### src/rtl/shmem_arb_pkg.sv
package shmem_arb_pkg;
  typedef enum logic {
    OWN_TGT  = 1'b0,
    OWN_HOST = 1'b1
  } owner_e;

  localparam int LINE_HALT = 0;
  localparam int LINE_IRQ  = 1;
  localparam int LINE_NMI  = 2;
  localparam int LINE_CNT  = 3;
endpackage

### src/rtl/shmem_owner_reg.sv
module shmem_owner_reg
  import shmem_arb_pkg::*;
(
  input  logic   clk,
  input  logic   rst_n,
  input  logic   sel_host,
  output owner_e owner
);
  // Ownership changes only at a clock edge; reset hands the memory to the target.
  always_ff @(posedge clk or negedge rst_n) begin
    if (!rst_n) owner <= OWN_TGT;
    else        owner <= sel_host ? OWN_HOST : OWN_TGT;
  end
endmodule

### src/rtl/shmem_tgt_port.sv
module shmem_tgt_port
  import shmem_arb_pkg::*;
#(
  parameter int          TGT_AW = 16,
  parameter int          MEM_AW = 15,
  parameter int          DW     = 8,
  parameter logic [DW-1:0] FILL = '1
) (
  input  logic              clk,
  input  logic              rst_n,
  input  owner_e            owner,
  input  logic              wprot,
  input  logic [TGT_AW-1:0] tgt_addr,
  input  logic [DW-1:0]     tgt_wdata,
  input  logic              tgt_rd,
  input  logic              tgt_wr,
  input  logic [DW-1:0]     mem_rdata,
  output logic              req_re,
  output logic              req_we,
  output logic [MEM_AW-1:0] req_addr,
  output logic [DW-1:0]     req_wdata,
  output logic [DW-1:0]     tgt_rdata
);
  logic in_window;
  logic granted;
  logic hit_q;

  generate
    if (TGT_AW > MEM_AW) begin : g_decode
      assign in_window = (tgt_addr[TGT_AW-1:MEM_AW] == '0);
    end else begin : g_full
      assign in_window = 1'b1;
    end
  endgenerate

  assign granted   = (owner == OWN_TGT);
  assign req_re    = granted && in_window && tgt_rd;
  assign req_we    = granted && in_window && tgt_wr && !tgt_rd && !wprot;
  assign req_addr  = tgt_addr[MEM_AW-1:0];
  assign req_wdata = tgt_wdata;

  // Remember whether the previous cycle's read really hit the memory; this
  // follows the read, not the owner, so a handover cannot cut it short.
  always_ff @(posedge clk or negedge rst_n) begin
    if (!rst_n) hit_q <= 1'b0;
    else        hit_q <= req_re;
  end

  assign tgt_rdata = hit_q ? mem_rdata : FILL;
endmodule

### src/rtl/shmem_host_port.sv
module shmem_host_port
  import shmem_arb_pkg::*;
#(
  parameter int MEM_AW = 15,
  parameter int DW     = 8
) (
  input  logic              clk,
  input  logic              rst_n,
  input  owner_e            owner,
  input  logic              host_valid,
  output logic              host_ready,
  input  logic              host_we,
  input  logic [MEM_AW-1:0] host_addr,
  input  logic [DW-1:0]     host_wdata,
  input  logic [DW-1:0]     mem_rdata,
  output logic              host_rvalid,
  output logic [DW-1:0]     host_rdata,
  output logic              req_re,
  output logic              req_we,
  output logic [MEM_AW-1:0] req_addr,
  output logic [DW-1:0]     req_wdata
);
  logic fire;
  logic rvalid_q;

  assign host_ready = (owner == OWN_HOST);
  assign fire       = host_valid && host_ready;
  assign req_re     = fire && !host_we;
  assign req_we     = fire && host_we;
  assign req_addr   = host_addr;
  assign req_wdata  = host_wdata;

  always_ff @(posedge clk or negedge rst_n) begin
    if (!rst_n) rvalid_q <= 1'b0;
    else        rvalid_q <= req_re;
  end

  assign host_rvalid = rvalid_q;
  assign host_rdata  = rvalid_q ? mem_rdata : '0;
endmodule

### src/rtl/shmem_ctl_lines.sv
module shmem_ctl_lines #(
  parameter int N = 3
) (
  input  logic         clk,
  input  logic         rst_n,
  input  logic [N-1:0] assert_req,
  output logic [N-1:0] line_n
);
  generate
    for (genvar k = 0; k < N; k++) begin : g_line
      always_ff @(posedge clk or negedge rst_n) begin
        if (!rst_n) line_n[k] <= 1'b1;
        else        line_n[k] <= !assert_req[k];
      end
    end
  endgenerate
endmodule

### src/rtl/shmem_arbiter.sv
module shmem_arbiter
  import shmem_arb_pkg::*;
#(
  parameter int TGT_AW = 16,
  parameter int MEM_AW = 15,
  parameter int DW     = 8
) (
  input  logic              clk,
  input  logic              rst_n,
  input  logic              ctl_v,
  input  logic              ctl_w,
  input  logic              ctl_h,
  input  logic              ctl_i,
  input  logic              ctl_n,
  input  logic              host_valid,
  output logic              host_ready,
  input  logic              host_we,
  input  logic [MEM_AW-1:0] host_addr,
  input  logic [DW-1:0]     host_wdata,
  output logic              host_rvalid,
  output logic [DW-1:0]     host_rdata,
  input  logic [TGT_AW-1:0] tgt_addr,
  input  logic [DW-1:0]     tgt_wdata,
  input  logic              tgt_rd,
  input  logic              tgt_wr,
  output logic [DW-1:0]     tgt_rdata,
  output logic [MEM_AW-1:0] mem_addr,
  output logic [DW-1:0]     mem_wdata,
  output logic              mem_we,
  output logic              mem_re,
  input  logic [DW-1:0]     mem_rdata,
  output logic              tgt_halt_n,
  output logic              tgt_irq_n,
  output logic              tgt_nmi_n
);
  owner_e owner;

  logic              t_re, t_we, h_re, h_we;
  logic [MEM_AW-1:0] t_addr, h_addr;
  logic [DW-1:0]     t_wdata, h_wdata;
  logic [LINE_CNT-1:0] line_req, line_n;

  shmem_owner_reg u_owner (
    .clk      (clk),
    .rst_n    (rst_n),
    .sel_host (ctl_v),
    .owner    (owner)
  );

  shmem_tgt_port #(.TGT_AW(TGT_AW), .MEM_AW(MEM_AW), .DW(DW)) u_tgt (
    .clk       (clk),
    .rst_n     (rst_n),
    .owner     (owner),
    .wprot     (ctl_w),
    .tgt_addr  (tgt_addr),
    .tgt_wdata (tgt_wdata),
    .tgt_rd    (tgt_rd),
    .tgt_wr    (tgt_wr),
    .mem_rdata (mem_rdata),
    .req_re    (t_re),
    .req_we    (t_we),
    .req_addr  (t_addr),
    .req_wdata (t_wdata),
    .tgt_rdata (tgt_rdata)
  );

  shmem_host_port #(.MEM_AW(MEM_AW), .DW(DW)) u_host (
    .clk         (clk),
    .rst_n       (rst_n),
    .owner       (owner),
    .host_valid  (host_valid),
    .host_ready  (host_ready),
    .host_we     (host_we),
    .host_addr   (host_addr),
    .host_wdata  (host_wdata),
    .mem_rdata   (mem_rdata),
    .host_rvalid (host_rvalid),
    .host_rdata  (host_rdata),
    .req_re      (h_re),
    .req_we      (h_we),
    .req_addr    (h_addr),
    .req_wdata   (h_wdata)
  );

  // Memory side: the owner's request path goes to the memory.
  always_comb begin
    if (owner == OWN_HOST) begin
      mem_addr  = h_addr;
      mem_wdata = h_wdata;
      mem_we    = h_we;
      mem_re    = h_re;
    end else begin
      mem_addr  = t_addr;
      mem_wdata = t_wdata;
      mem_we    = t_we;
      mem_re    = t_re;
    end
  end

  always_comb begin
    line_req            = '0;
    line_req[LINE_HALT] = ctl_h;
    line_req[LINE_IRQ]  = ctl_i;
    line_req[LINE_NMI]  = ctl_n;
  end

  shmem_ctl_lines #(.N(LINE_CNT)) u_lines (
    .clk        (clk),
    .rst_n      (rst_n),
    .assert_req (line_req),
    .line_n     (line_n)
  );

  assign tgt_halt_n = line_n[LINE_HALT];
  assign tgt_irq_n  = line_n[LINE_IRQ];
  assign tgt_nmi_n  = line_n[LINE_NMI];
endmodule

### config.mk
export PLATFORM = sky130hd
export DESIGN_NAME = shmem_arbiter
export DESIGN_NICKNAME = d
export VERILOG_FILES = /design/src/rtl/shmem_arb_pkg.sv /design/src/rtl/shmem_owner_reg.sv /design/src/rtl/shmem_tgt_port.sv /design/src/rtl/shmem_host_port.sv /design/src/rtl/shmem_ctl_lines.sv /design/src/rtl/shmem_arbiter.sv
export SDC_FILE = /design/constraint.sdc
export NUM_CORES = 1
export LEC_CHECK = 0
export BUFFER_PORTS_ARGS = -buffer_cell sky130_fd_sc_hd__buf_2
export CORE_MARGIN = 5
export CORE_UTILIZATION = 25
export CTS_CLUSTER_DIAMETER = 40
export DETAILED_ROUTE_END_ITERATION = 10
export PLACE_DENSITY = 0.88
export SYNTH_ARGS = -nofsm -noshare
export SYNTH_HDL_FRONTEND = slang
export SYNTH_SLANG_ARGS = --single-unit
### constraint.sdc
create_clock -name clk -period 1.2 [get_ports clk]
set_input_delay 0.12 -clock clk [delete_from_list [all_inputs] [get_ports clk]]
set_output_delay 0.12 -clock clk [all_outputs]
set_load 0.01 [all_outputs]
==> flow_summary.ini <==
[grt]
grt-ovfl-total = 0
grt_antenna_before_repair = 0
grt_max_degree = 24
grt_pass1_wl_mm = 4.27
grt.total_usage_pct = 15.7
grt_pass1_vias = 1026

[timing]
post-route-period-util_pct = 121
timing_max_transition_violations_final = 0
fmax_mhz = 686
rsz0062_at_grt = true
finalCriticalPeriod_ps = 1460
relSlewSlack_pct = 85.0
skew_ps = 6.20
hold_violations = 0
timing.final.ws_setup_ps = -258
fin_setup_tns_ps = -5570
tightest_slew_ps = 224
final-setup-viol-count = 25

[finish]
nets = 249
area_growth_pct = 152
diodes = 0
fin_util_pct = 67.0
fillerInstances = 189
multiInputGateArea_um2 = 429
seqCellArea_um2 = 155
layout-drive-gt1-share_pct = 82.4
final_cells = 210

[routing]
drt_wl_total_mm = 3.19
vias_per_cell = 4.28
drcViolationCount = 0
wl_per_cell_um = 15.2
vias = 898
ant_nets = 0
dr.first_iter.drc_count = 8
first_pass_iters = 4

[critical_path]
worstPathArrival_ps = 1340
r2r_slack_ps = 70
endpoint_kind = output port
path_class = flop to output port
cp.required_ps = 1080
path_max_fanout = 11
cp-startpoint = u_owner.owner
reg2reg_depth = 5
reg2reg_from = u_owner.owner
startpoint_type = flop
r2r-end = u_tgt.hit_q

[synthesis]
ys_ff_latch = 6
synth.distinct_cells = 15
netlist_instances = 58
synthArstFlopShare_pct = 100
synthesis.area_um2 = 594
synth_flop_cell = dfstp_2
synth-edff-count = 0
ys_seq_area_share_pct = 25.9
avgSynthCellArea_um2 = 10.2
syn-num-nets = 124
synth_warnings = 0

[power]
intPower_w = 0.000650
power_leakage_nw = 0.813
pwr-share-comb_pct = 53.0
power_frac_seq_pct = 24.4
power_w = 0.000923
powerDensity_nw_per_um2 = 617
peakVddDrop_mv = 0.633
p_clk_share_pct = 22.6
p_switching_w = 0.000273
swShare_pct = 29.5

[status]
run_status = finished, violations left
violations = negative setup slack

[floorplan]
row_count = 17
initial_utilization_pct = 26.6
die_h_um = 58.8
ios = 112
core_um2 = 2230
die_area_um2 = 3450
die_width_um = 58.8

[hold_path]
worstHoldStart = host_we
worstHoldPathCells = 2
hold_class = input port to flop
worst_hold_path.endpoint = u_host.host_rvalid

[placement]
dp_cells = 197
globalplace.congestion = 0.718
io_buffers = 111
place_hpwl_mm = 2.52

[clock_network]
cts-htree-levels = 1
clockBufferDepth = 2
root_buffer = clkbuf_4
clkSinkCount = 6
cts_made_buffers = 3
clkTransAtPathRegs_ps = 50
cts_tree = yes
clock_latency_ps = 250

[flow_run]
drv_cap = 0
==> worst max path at each step <==
stage | end | depth (start not counted) | slack, ps
CTS | mem_addr[9] | 3 | -240
detailed placement | mem_addr[9] | 3 | -2
floorplan | mem_addr[10] | 3 | 30
global route | mem_wdata[0] | 3 | -310
global placement | mem_addr[2] | 3 | 20
finish | mem_wdata[0] | 3 | -260
==> cell families (layout without fill, tap and decap cells) <==
family,after synthesis,in the layout,share of synthesized area (%)
AOI/OAI and AO/OA,2,2,2.10
and+or+nand+nor,21,21,21.9
buffers and inverters,6,130,6.53
muxes,23,23,43.6
DFF,6,6,25.9
==> Yosys cell counts (all sizes together), types with 3 or more instances <==
library cell   n  area share, %
and2           8            8.4
buf            3            4.6
dfrtp          3             13
dfstp          3             13
inv            3            1.9
mux2          23             44
nand2b         8            8.4
==> area by class of cell <==
cell class / count / area share [%]
repair buffers: 123 / 56.1
clock buffers: 4 / 1.76
flip-flops and latches: 6 / 10.4
inverters: 3 / 0.753
multi-input cells: 46 / 28.7
well taps: 28 / 2.34
==> critical path, cell delays in order, from the launching register on <==
cell and delay, ps:
dfrtp_2 420, clkbuf_16 180, mux2_2 350, buf_6 130
==> cell usage in the layout (no fill, tap or decap), drive strengths merged <==
master,n
buf,117
mux2,23
and2,8
nand2b,8
dlygate4sd3,5
clkbuf,5
inv,3
dfstp,3
dfrtp,3
nand2,1
nor2,1
nor3b,1
o21bai,1
or4b,1
nand3,1
o21ai,1
==> metrics by stage <==
step	hold slack [ps]	worst slack, ps	cell area, um2
detailed placement	-56.2	-2.48	1190
global placement	-55.2	22.7	1190
global route	103	-307	1500
CTS	57.0	-243	1300
floorplan	-176	31.4	597
finish	102	-258	1500
==> power groups by stage <==
stage / registers (W) / logic, W / clock network, W
detailed placement: 0.000227 / 0.000363 / 0
global route: 0.000228 / 0.000524 / 0.000226
global placement: 0.000227 / 0.000359 / 0
floorplan: 0.000230 / 0.000156 / 0
CTS: 0.000224 / 0.000390 / 0.000210
finish: 0.000226 / 0.000489 / 0.000209
==> layer usage <==
metal | wire, um | global-route usage (%) | up-vias
met5 | 0 | 0 | -
met4 | 40 | 4.85 | 0
met3 | 388 | 5.48 | 4
met2 | 1770 | 30.4 | 58
met1 | 992 | 15.3 | 391
li1 | - | - | 445
==> registers in the layout, summed over array words and instances (netlist names) <==
name and flops:
u_lines.line_n 3, u_host.host_rvalid 1, u_owner.owner 1, u_tgt.hit_q 1
==> repair_timing <==
item,4_1_cts,5_1_grt
hold endpoints to repair,10,0
endpoints found under the setup margin,25,26
resized for setup,3,29
cloned,0,1
hold buffers,5,0
pin swaps,2,2
buffers inserted,2,1
(Power assumes the default switching activity.)
